[src/rtl/strobe_trn_pkg.sv]
package strobe_trn_pkg;
  typedef enum logic [2:0] {
    OP_NONE, OP_START, OP_STEP_LO, OP_TO_HI, OP_STEP_HI, OP_ACCUM, OP_FINAL
  } lane_op_e;

  typedef enum logic [2:0] {
    ST_IDLE, ST_LO, ST_HI, ST_ACC, ST_FIN, ST_DONE, ST_FAIL
  } trn_state_e;
endpackage

[src/rtl/strobe_trn_lane.sv]
module strobe_trn_lane
  import strobe_trn_pkg::*;
#(
  parameter int NSTEPS = 120,
  parameter int STEP_W = 7,
  parameter int CNT_W  = 8,
  parameter int ACC_W  = 9,
  parameter int LOOPS  = 3
) (
  input  logic              clk_i,
  input  logic              rst_ni,
  input  lane_op_e          op_i,
  input  logic              err_i,
  output logic              ovf_o,
  output logic [STEP_W-1:0] dly_o,
  output logic [STEP_W-1:0] res_o
);
  logic [STEP_W-1:0] dly_q;
  logic [CNT_W-1:0]  lo_q, hi_q;
  logic [ACC_W-1:0]  acc_q;
  logic              want, at_max;

  // lane moves when its bit differs from the result being sought
  assign want   = (op_i == OP_STEP_LO && err_i) || (op_i == OP_STEP_HI && !err_i);
  assign at_max = (dly_q == STEP_W'(NSTEPS - 1));
  assign ovf_o  = want && at_max;
  assign dly_o  = dly_q;
  assign res_o  = STEP_W'(acc_q / ACC_W'(LOOPS));

  always_ff @(posedge clk_i or negedge rst_ni) begin
    if (!rst_ni) begin
      dly_q <= '0;
      lo_q  <= '0;
      hi_q  <= '0;
      acc_q <= '0;
    end else begin
      unique case (op_i)
        OP_START: begin
          dly_q <= '0;
          lo_q  <= '0;
          hi_q  <= '0;
          acc_q <= '0;
        end
        OP_STEP_LO: if (want) begin
          lo_q <= lo_q + 1'b1;
          if (!at_max) dly_q <= dly_q + 1'b1;
        end
        OP_TO_HI: hi_q <= lo_q;
        OP_STEP_HI: if (want) begin
          hi_q <= hi_q + 1'b1;
          if (!at_max) dly_q <= dly_q + 1'b1;
        end
        OP_ACCUM: begin
          acc_q <= acc_q + ACC_W'(({1'b0, lo_q} + {1'b0, hi_q}) >> 1);
          dly_q <= '0;
          lo_q  <= '0;
          hi_q  <= '0;
        end
        OP_FINAL: dly_q <= res_o;
        default: ;
      endcase
    end
  end

  assert_sat_hold_R7: assert property (@(posedge clk_i) disable iff (!rst_ni)
    ovf_o |=> $stable(dly_q));
  assert_loop_zero_R3: assert property (@(posedge clk_i) disable iff (!rst_ni)
    (op_i == OP_START || op_i == OP_ACCUM) |=> (dly_q == '0 && lo_q == '0));
  assert_hi_ge_lo_R5: assert property (@(posedge clk_i) disable iff (!rst_ni)
    (op_i == OP_STEP_HI) |=> (hi_q >= lo_q));
  assert_final_range_R9: assert property (@(posedge clk_i) disable iff (!rst_ni)
    (op_i == OP_FINAL) |=> (dly_q < STEP_W'(NSTEPS)));
endmodule

[src/rtl/strobe_trn_ctrl.sv]
module strobe_trn_ctrl
  import strobe_trn_pkg::*;
#(
  parameter int NL    = 8,
  parameter int LOOPS = 3
) (
  input  logic          clk_i,
  input  logic          rst_ni,
  input  logic          start_i,
  input  logic          ack_i,
  input  logic [NL-1:0] mask_i,
  input  logic          any_ovf_i,
  output lane_op_e      op_o,
  output logic          req_o,
  output logic          done_o,
  output logic          fail_o
);
  localparam int LOOP_W = $clog2(LOOPS + 1);

  trn_state_e        st_q, st_d;
  logic [LOOP_W-1:0] loop_q, loop_d;

  always_comb begin
    op_o   = OP_NONE;
    st_d   = st_q;
    loop_d = loop_q;
    unique case (st_q)
      ST_IDLE, ST_DONE, ST_FAIL: if (start_i) begin
        op_o   = OP_START;
        st_d   = ST_LO;
        loop_d = '0;
      end
      ST_LO: if (ack_i) begin
        if (mask_i == '0) begin
          op_o = OP_TO_HI;
          st_d = ST_HI;
        end else begin
          op_o = OP_STEP_LO;
          if (any_ovf_i) st_d = ST_FAIL;
        end
      end
      ST_HI: if (ack_i) begin
        if (mask_i == '1) begin
          st_d = ST_ACC;
        end else begin
          op_o = OP_STEP_HI;
          if (any_ovf_i) st_d = ST_ACC;
        end
      end
      ST_ACC: begin
        op_o = OP_ACCUM;
        if (loop_q == LOOP_W'(LOOPS - 1)) begin
          st_d = ST_FIN;
        end else begin
          loop_d = loop_q + 1'b1;
          st_d   = ST_LO;
        end
      end
      ST_FIN: begin
        op_o = OP_FINAL;
        st_d = ST_DONE;
      end
      default: st_d = ST_IDLE;
    endcase
  end

  always_ff @(posedge clk_i or negedge rst_ni) begin
    if (!rst_ni) begin
      st_q   <= ST_IDLE;
      loop_q <= '0;
    end else begin
      st_q   <= st_d;
      loop_q <= loop_d;
    end
  end

  assign req_o  = (st_q == ST_LO) || (st_q == ST_HI);
  assign done_o = (st_q == ST_DONE);
  assign fail_o = (st_q == ST_FAIL);

  assert_pass_end_R4: assert property (@(posedge clk_i) disable iff (!rst_ni)
    (st_q == ST_LO && ack_i && mask_i == '0) |=> (req_o && st_q == ST_HI));
  assert_fatal_R6: assert property (@(posedge clk_i) disable iff (!rst_ni)
    (st_q == ST_LO && ack_i && any_ovf_i) |=> (fail_o && !req_o));
  assert_busy_start_R10: assert property (@(posedge clk_i) disable iff (!rst_ni)
    (req_o && !ack_i && start_i) |=> (req_o && $stable(loop_q)));
  assert_excl_R1: assert property (@(posedge clk_i) disable iff (!rst_ni)
    !(done_o && fail_o) && !(req_o && (done_o || fail_o)));
endmodule

[src/rtl/strobe_avg_trainer.sv]
module strobe_avg_trainer
  import strobe_trn_pkg::*;
#(
  parameter int NUM_LANES = 8,
  parameter int PHASE_MAX = 7,
  parameter int TAP_MAX   = 14,
  parameter int NUM_LOOPS = 3,
  localparam int NPH      = PHASE_MAX + 1,
  localparam int NSTEPS   = NPH * (TAP_MAX + 1),
  localparam int STEP_W   = $clog2(NSTEPS),
  localparam int PH_W     = $clog2(NPH),
  localparam int TAP_W    = $clog2(TAP_MAX + 1),
  localparam int CNT_W    = $clog2(2 * NSTEPS + 1),
  localparam int ACC_W    = $clog2(NUM_LOOPS * NSTEPS + 1)
) (
  input  logic                        clk_i,
  input  logic                        rst_ni,
  input  logic                        start_i,
  output logic                        test_req_o,
  input  logic                        test_ack_i,
  input  logic [NUM_LANES-1:0]        err_mask_i,
  output logic [NUM_LANES*PH_W-1:0]   dly_phase_o,
  output logic [NUM_LANES*TAP_W-1:0]  dly_tap_o,
  output logic [NUM_LANES*STEP_W-1:0] result_o,
  output logic                        done_o,
  output logic                        fail_o
);
  lane_op_e             lane_op;
  logic [NUM_LANES-1:0] ovf;

  strobe_trn_ctrl #(.NL(NUM_LANES), .LOOPS(NUM_LOOPS)) u_ctrl (
    .clk_i     (clk_i),
    .rst_ni    (rst_ni),
    .start_i   (start_i),
    .ack_i     (test_ack_i),
    .mask_i    (err_mask_i),
    .any_ovf_i (|ovf),
    .op_o      (lane_op),
    .req_o     (test_req_o),
    .done_o    (done_o),
    .fail_o    (fail_o)
  );

  for (genvar g = 0; g < NUM_LANES; g++) begin : g_lane
    logic [STEP_W-1:0] dly;
    logic [STEP_W-1:0] res;

    strobe_trn_lane #(
      .NSTEPS(NSTEPS), .STEP_W(STEP_W), .CNT_W(CNT_W), .ACC_W(ACC_W), .LOOPS(NUM_LOOPS)
    ) u_lane (
      .clk_i  (clk_i),
      .rst_ni (rst_ni),
      .op_i   (lane_op),
      .err_i  (err_mask_i[g]),
      .ovf_o  (ovf[g]),
      .dly_o  (dly),
      .res_o  (res)
    );

    assign dly_phase_o[g*PH_W +: PH_W]  = PH_W'(dly % STEP_W'(NPH));
    assign dly_tap_o[g*TAP_W +: TAP_W]  = TAP_W'(dly / STEP_W'(NPH));
    assign result_o[g*STEP_W +: STEP_W] = res;
  end

  assert_hold_R11: assert property (@(posedge clk_i) disable iff (!rst_ni)
    (test_req_o && !test_ack_i) |=> ($stable(dly_phase_o) && $stable(dly_tap_o)));
endmodule

[config.mk]
export PLATFORM = sky130hd
export DESIGN_NAME = strobe_avg_trainer
export DESIGN_NICKNAME = d
export VERILOG_FILES = /design/src/rtl/strobe_trn_pkg.sv /design/src/rtl/strobe_trn_lane.sv /design/src/rtl/strobe_trn_ctrl.sv /design/src/rtl/strobe_avg_trainer.sv
export SDC_FILE = /design/constraint.sdc
export NUM_CORES = 1
export LEC_CHECK = 0
export BUFFER_PORTS_ARGS = -buffer_cell sky130_fd_sc_hd__buf_2
export CAP_MARGIN = 20
export CORE_AREA = 5 5 249 251
export DETAILED_ROUTE_END_ITERATION = 16
export DIE_AREA = 0 0 254 256
export SLEW_MARGIN = 15
export SYNTH_ARGS = -nofsm -noshare
export SYNTH_HDL_FRONTEND = slang
export SYNTH_SLANG_ARGS = --single-unit
[constraint.sdc]
create_clock -name clk_i -period 5.5 [get_ports clk_i]
set_clock_uncertainty 0.05 [all_clocks]
set_input_delay 1.1 -clock clk_i [delete_from_list [all_inputs] [get_ports clk_i]]
set_output_delay 1.1 -clock clk_i [all_outputs]
set_load 0.05 [all_outputs]
==> key figures, run 1 <==
Worst setup path
  • Crit-path max FO: 10
  • WP data arrival: 4.39 ns
  • Internal reg-to-reg setup slack: 1.34 ns
  • Number of buffer and inverter stages on the critical path: 2
  • Max incr delay on CP: 0.50 ns
  • Critical path class: register to output port
  • Reg2reg path depth: 14
  • Worst EP required: 4.35 ns
  • Capturing point of the worst reg2reg path: g_lane[3].u_lane.dly_o[0]
  • Slowest cell on crit path: dfrtp_2
  • R2R Path Start: g_lane[3].u_lane.acc_q[7]
  • CP top delay family: compound AO/OA/AOI/OAI gates
  • Crit-path cells: ha_4, buf_4, nor4bb_1, a31oi_1, o311ai_0, o21ba_2, nor3b_4, nor2_2, nor3_2, nand2b_2, xnor2_2, ha_2, nor3_1, a211o_1, o31ai_2, a31oi_1, a211o_1, buf_4
  • Worst Setup End Kind: output port
  • Crit. Startpoint: g_lane[2].u_lane.acc_q[8]
  • Startpoint types: register

STA
  • Worst-margin pin slew: 1.089 ns
  • Post-route clock period utilization: 100.7%
  • Rel. slew slack: 27.37%
  • RSZ-0062 raised after global routing: yes
  • Final worst slack: -0.03715 ns
  • Highest achievable clock rate: 180.6 MHz
  • Hold violation count in the final report: 0
  • Final setup vio count: 3
  • Hold WS: 0.4730 ns
  • Slew Limit Fails: 0
  • Tmin final: 5.537 ns

Finish
  • Fraction of layout cells with a size suffix above 1: 17.29%
  • Nets: 3788
  • Area growth syn-to-layout: 17.07%

Synth
  • Post-synth top cells: nand2_1 (348), o21ai_0 (293), a21oi_1 (274), dfrtp_1 (261), nor2_1 (256)
  • Async set or reset register ratio after synthesis: 100.0%
  • Syn_area_per_cell: 7.614 sq um
  • Yosys cell types: 106
  • Leading area contributor after synthesis: dfrtp_1
  • Top post-synthesis cells by area: dfrtp_1 (25%), ha_1 (7.6%), o21ai_0 (5.6%), a21oi_1 (5.2%), nand2_1 (5.0%)
  • Syn Inst Count: 3462
  • Ys Warns: 0
  • Synth Register Bits: 261
  • Sequential area share after synthesis: 24.78%
  • Most common cell in the netlist: nand2_1
  • Netlist Area Pre-Place: 26360 sq um
  • Post-synth EDFFs: 0
  • Yosys top cell area share: 24.78%
  • Syn_nets: 3651
  • Synth Flop Type: dfrtp_1

Die
  • Initial Util: 44.17%
  • Die height: 256 um
  • Row count: 90
  • Core area: 59680 sq um
  • Die area: 65020 sq um
  • Die X: 254 um
  • Num ports: 127

Drt
  • Final WL: 81500 um
  • Met2 WL: 38550 um
  • Routed wl met3: 4315 um
  • DR iter-0 viols: 2180
  • DRT antenna net count: 0
  • Uppermost routed layer: met5
  • Routed len/inst: 18.50 um
  • Vias: 27019
  • Met1 wire length: 36420 um
  • Via density: 6.132
  • Residual DRC: 0
  • DR pass1 iterations: 6

Worst hold path
  • Hold EP: g_lane[7].u_lane.dly_o[6]
  • Hold path depth: 2
  • Hold/Removal Path Class: register to register
  • Min-delay src: g_lane[7].u_lane.dly_o[6]

Global route
  • First-pass GRT wire length: 132900 um
  • Vias in the first global route: 25756
  • Gr ovfl total: 0
  • GRT Overall Usage: 23.83%
  • Largest net degree at the start of global routing: 103
  • Initial antenna violation count: 5

Placed design
  • PortBufs: 126
  • Dpl hpwl: 57390 um
  • GP Congestion: 0.9447
  • Worst slack at placement: 0.1663 ns

Pwr
  • P_leak: 13.40 nW
  • Power Density: 667.0 nW/um^2
  • Worst vdd ir: 558.5 uV
  • Overall power: 0.02058 W

Clocking
  • Clock Tree Root: clkbuf_16
  • Hold Buf Count CTS: 0
  • Clock Sinks: 261
  • Clk Latency, worst-skew pair: 0.55 ns
  • CTS tree: done
  • CTS buffer count: 34
  • Clock transition at path regs: 0.05 ns
  • Htree depth: 2
  • Max clock buf depth: 3

Run status
  • Outcome: finished with violations
  • Failing checks: setup timing

Job
  • MaxCap Viol Count: 0
-- report_power, final --
part / leakage, nW / switching, W / internal (W)
Sequential: 3.44 / 0.000770 / 0.00251
Clock: 0.544 / 0.000909 / 0.00133
Combinational: 9.41 / 0.00956 / 0.00550
-- sequential cells by signal, summed over array words and instances (netlist names) --
name,cells
g_lane.u_lane.acc_q,72
g_lane.u_lane.dly_o,56
g_lane.u_lane.hi_q,64
g_lane.u_lane.lo_q,64
u_ctrl.loop_q,2
u_ctrl.st_q,3
-- routing by layer --
layer / global-route usage (%) / vias to the layer above
met4: 6.906 / 4
met1: 32.34 / 13097
met5: 0 / -
li1: - / 13033
met3: 3.465 / 144
met2: 39.53 / 741
-- cells in the final DEF (no fill, tap or decap), types with 28 or more instances in the layout --
cell type,netlist,routed
xnor2_1,117,114
nand2_1,348,341
nand2b_1,64,57
nor3_1,94,88
o21bai_1,43,43
buf_4,0,194
dfrtp_1,261,247
nor2b_1,65,59
clkbuf_16,0,35
nand3_1,149,146
buf_2,16,118
inv_1,124,122
a21oi_1,274,269
nor2_1,256,247
o31ai_1,31,28
ha_1,161,146
o21ai_0,293,288
a21o_1,65,64
o22ai_1,63,61
a22o_1,33,33
a31oi_1,89,83
and3_1,46,46
xor2_1,84,81
-- cell type report --
cell class	instances	area [sq um]
inverter	127	480.5
clock buffer	52	1060
antenna	3	7.507
tap	782	978.4
fill	5666	28820
timing repair buffer	331	2351
multi-input combinational	2844	19390
sequential	261	6549
clock inverter	6	43.79
-- worst reg2reg max path, cell delays in order, from the launching register on --
cell	delay, ns
dfrtp_1	0.40
buf_6	0.13
or4b_4	0.48
nor3_4	0.24
nor3_2	0.07
nand2b_4	0.16
o311ai_4	0.39
o221ai_4	0.15
buf_6	0.15
o311ai_4	0.34
o31ai_1	0.13
nor3_1	0.28
a32oi_1	0.16
or4_4	0.58
a221o_1	0.32
-- per-stage QoR --
step / util [%] / std cells / area (sq um) / setup TNS (ns)
floorplan: - / 3462 / 26470 / -0.3755
global placement: 47.34 / 4275 / 28260 / 0
detailed placement: 47.38 / 4276 / 28280 / 0
CTS: 50.46 / 4358 / 30120 / -0.02742
global route: 51.70 / 4404 / 30850 / -0.8681
finish: 51.71 / 4406 / 30860 / -0.08491
-- worst max path at each step --
| stage | to | depth (start not counted) |
|---|---|---|
| final | result_o[14] | 18 |
| after global routing | result_o[14] | 18 |
| after CTS | result_o[14] | 18 |
| after detailed placement | result_o[14] | 14 |
| after global placement | result_o[35] | 11 |
| after floorplan | result_o[0] | 20 |
-- timing repair --
item                                    CTS  global route
gates cloned                              2             0
resized for setup                       110            95
endpoints found under the setup margin    9             8
buffers inserted                         22            41
pin swaps                                23            47
-- logic make-up (layout without fill, tap and decap cells) --
family | after synthesis | in the layout | share of synthesized area [%]
compound gates | 1181 | 1181 | 29.26
xor+xnor | 201 | 201 | 6.678
fa+ha+maj | 178 | 178 | 8.895
buf+inv | 357 | 516 | 5.245
flops | 261 | 261 | 24.78
mux | 43 | 43 | 1.695
other cells | 0 | 3 | 0
simple gates | 1241 | 1241 | 23.45
No activity file was read; power rests on OpenSTA's default activity.
==> run 2: changes to the inputs <==
==> constraint.sdc (replaced) <==
create_clock -name clk_i -period 5.5 [get_ports clk_i]
set_clock_uncertainty 0.05 [all_clocks]
set_input_delay 0.825 -clock clk_i [delete_from_list [all_inputs] [get_ports clk_i]]
set_output_delay 0.825 -clock clk_i [all_outputs]
set_load 0.05 [all_outputs]
==> run 2 against run 1 <==
Compared with the run above: the flow now finishes without violations; total power decreased by 3.3%; core utilization shrank 1.6 points; global-route usage down 0.61 points; critical path type unchanged; critical endpoint unchanged.
==> key figures, run 2 (synthesis results as in run 1) <==
Drt
  • DR iter-0 viols: 2616 (+20%)
  • Via density: 6.176 (+0.71%)
  • DR pass1 iterations: 6 (unchanged)
  • Residual DRC: 0 (unchanged)
  • Final WL: 79490 um (-2.5%)
  • DRT antenna net count: 0 (unchanged)
  • Vias: 26686 (-1.2%)
  • Routed len/inst: 18.40 um (-0.55%)

Die
  • Die area: 65020 sq um (unchanged)
  • Num ports: 127 (unchanged)
  • Die X: 254 um (unchanged)
  • Core area: 59680 sq um (unchanged)
  • Die height: 256 um (unchanged)
  • Initial Util: 44.17% (unchanged)
  • Row count: 90 (unchanged)

Worst setup path
  • R2R Path Start: g_lane[2].u_lane.acc_q[4]
  • Slowest cell on crit path: or3b_2
  • Internal reg-to-reg setup slack: 1.30 ns (-0.04 ns)
  • Crit-path max FO: 10 (unchanged)
  • Max incr delay on CP: 0.55 ns (+0.05 ns)
  • Crit-path cells: or3b_2, o41ai_4, nor4_1, nor3_1, nor3b_2, nor2_2, nor3_2, nand2b_1, xnor2_1, ha_2, nor2_1, a2111oi_0, a2111oi_0, a211o_1, clkbuf_4
  • Reg2reg path depth: 15 (+1)
  • Worst Setup End Kind: output port
  • Capturing point of the worst reg2reg path: g_lane[2].u_lane.dly_o[0]
  • Levels on crit path: 15 (-3)
  • Worst EP required: 4.62 ns (+0.27 ns)
  • Critical path class: register to output port
  • CP top delay family: simple AND/OR/NAND/NOR gates
  • Most used cell, CP: a2111oi_0
  • Startpoint types: register
  • WP data arrival: 4.47 ns (+0.08 ns)
  • Number of buffer and inverter stages on the critical path: 1 (-1)

Clocking
  • Htree depth: 2 (unchanged)
  • Max clock buf depth: 3 (unchanged)
  • CTS tree: done
  • Clock Tree Root: clkbuf_16
  • Clock transition at path regs: 0.06 ns (about the same)
  • CTS buffer count: 35 (+2.9%)
  • Clock Sinks: 261 (unchanged)
  • Clk Latency, worst-skew pair: 0.55 ns (about the same)

Finish
  • Post-Layout Cell Count: 4321 (-1.9%)
  • Biggest regs: g_lane.u_lane.acc_q (72), g_lane.u_lane.hi_q (64), g_lane.u_lane.lo_q (64)
  • Fraction of layout cells with a size suffix above 1: 14.10% (-3.2 points)
  • Most frequent cells in the layout: nand2_1 (342), o21ai_0 (293), a21oi_1 (269), nor2_1 (251), dfrtp_1 (242)
  • Commonest non-fill, non-tap cell in the layout: nand2_1
  • Area growth syn-to-layout: 13.34%
  • Nets: 3705 (-2.2%)
  • Most flop-heavy register: g_lane.u_lane.acc_q
  • Cell area after layout: 29880 sq um (-3.2%)
  • Max FFs per register: 72 (unchanged)

STA
  • Final setup vio count: 0 (-3)
  • Rel. slew slack: 34.72% (+7.4 points)
  • Highest achievable clock rate: 187.0 MHz (+3.5%)
  • Slew Limit Fails: 0 (unchanged)
  • RSZ-0062 raised after global routing: yes
  • Worst-margin pin slew: 0.9755 ns (-0.1140 ns)
  • Hold violation count in the final report: 0 (unchanged)
  • Post-route clock period utilization: 97.24% (-3.4 points)
  • Tmin final: 5.348 ns (-0.1890 ns)

Global route
  • GRT Overall Usage: 23.22% (-0.61 points)
  • Largest net degree at the start of global routing: 116 (+13%)
  • Vias in the first global route: 24968 (-3.1%)
  • Gr ovfl total: 0 (unchanged)
  • Initial antenna violation count: 8 (+3)
  • First-pass GRT wire length: 129500 um (-2.5%)

Placed design
  • GP Congestion: 0.9183 (-2.8%)
  • Cell Area, Placed: 27890 sq um (-1.4%)
  • DP Cell Count: 4231 (-1.1%)
  • PortBufs: 126 (unchanged)
  • Dpl hpwl: 55770 um (-2.8%)

Pwr
  • Worst vdd ir: 579.1 uV (+3.7%)
  • Power Density: 666.5 nW/um^2 (about the same)
  • P_leak: 12.88 nW (-3.9%)

Worst hold path
  • Hold/Removal Path Class: input port to asynchronous set/reset pin

Run status
  • Outcome: finished, final reports clean

Job
  • MaxCap Viol Count: 0 (unchanged)
[run 2: worst max path at each step]
stage	from	endpoint	slack [ns]
after floorplan	g_lane[0].u_lane.acc_q[7]	result_o[0]	-0.10
after global placement	g_lane[7].u_lane.acc_q[8]	result_o[49]	0.38
after detailed placement	g_lane[1].u_lane.acc_q[7]	result_o[7]	0.07
after CTS	g_lane[4].u_lane.acc_q[5]	result_o[28]	0.0003
after global routing	g_lane[2].u_lane.acc_q[8]	result_o[14]	-0.08
final	g_lane[2].u_lane.acc_q[4]	result_o[14]	0.15
[run 2: cell type report]
| cell class | count | area, sq um |
|---|---|---|
| antenna | 1 | 2.502 |
| clock buffer | 50 | 982.2 |
| clock inverter | 9 | 123.9 |
| fill | 5775 | 29810 |
| inverter | 127 | 480.5 |
| multi-input combinational | 2844 | 19160 |
| sequential | 261 | 6555 |
| tap | 782 | 978.4 |
| timing repair buffer | 247 | 1598 |
[run 2: routing by layer]
layer / wire [um] / vias up / track usage [%]
met1: 35830 / 12860 / 31.90
met2: 37350 / 786 / 38.26
met4: 2002 / 8 / 5.907
li1: - / 12875 / -
met5: 65 / - / 0
met3: 4241 / 157 / 3.668
[run 2: repair_timing]
item | 4_1_cts | 5_1_grt
endpoints found under the setup margin | 8 | 8
resized for setup | 44 | 95
buffers inserted | 4 | 21
pin swaps | 4 | 20
hold buffers | 0 | 0
[run 2: metrics by stage]
| step | TNS (ns) | total power (W) | hold slack, ns | setup WS, ns | util, % |
|---|---|---|---|---|---|
| 6_report | 0 | 0.01991 | 0.3215 | 0.1519 | 50.06 |
| 3_5_place_dp | 0 | 0.01683 | 0.4631 | 0.07367 | 46.72 |
| 3_3_place_gp | 0 | 0.01654 | 0.4483 | 0.3845 | 46.72 |
| 5_1_grt | -0.1564 | 0.02139 | 0.3907 | -0.08123 | 50.05 |
| 4_1_cts | 0 | 0.01932 | 0.3437 | 0.0002753 | 48.98 |
| 2_1_floorplan | -0.1005 | 0.01345 | 0.4443 | -0.1005 | - |
[run 2: power breakdown]
group          internal (W)  switching [W]  leakage (nW)
Combinational       0.00498        0.00927          8.90
Sequential          0.00252       0.000869          3.43
Clock               0.00138       0.000905         0.546
[run 2: worst register-to-register path: cells and delay by family, from the launching register on]
kind | cells | cell delay (ns)
XOR/XNOR | 1 | 0.19
flip-flops | 1 | 0.48
adder cells (fa/ha/maj) | 1 | 0.29
AND/OR/NAND/NOR | 8 | 1.53
AO/OA/AOI/OAI | 5 | 1.55
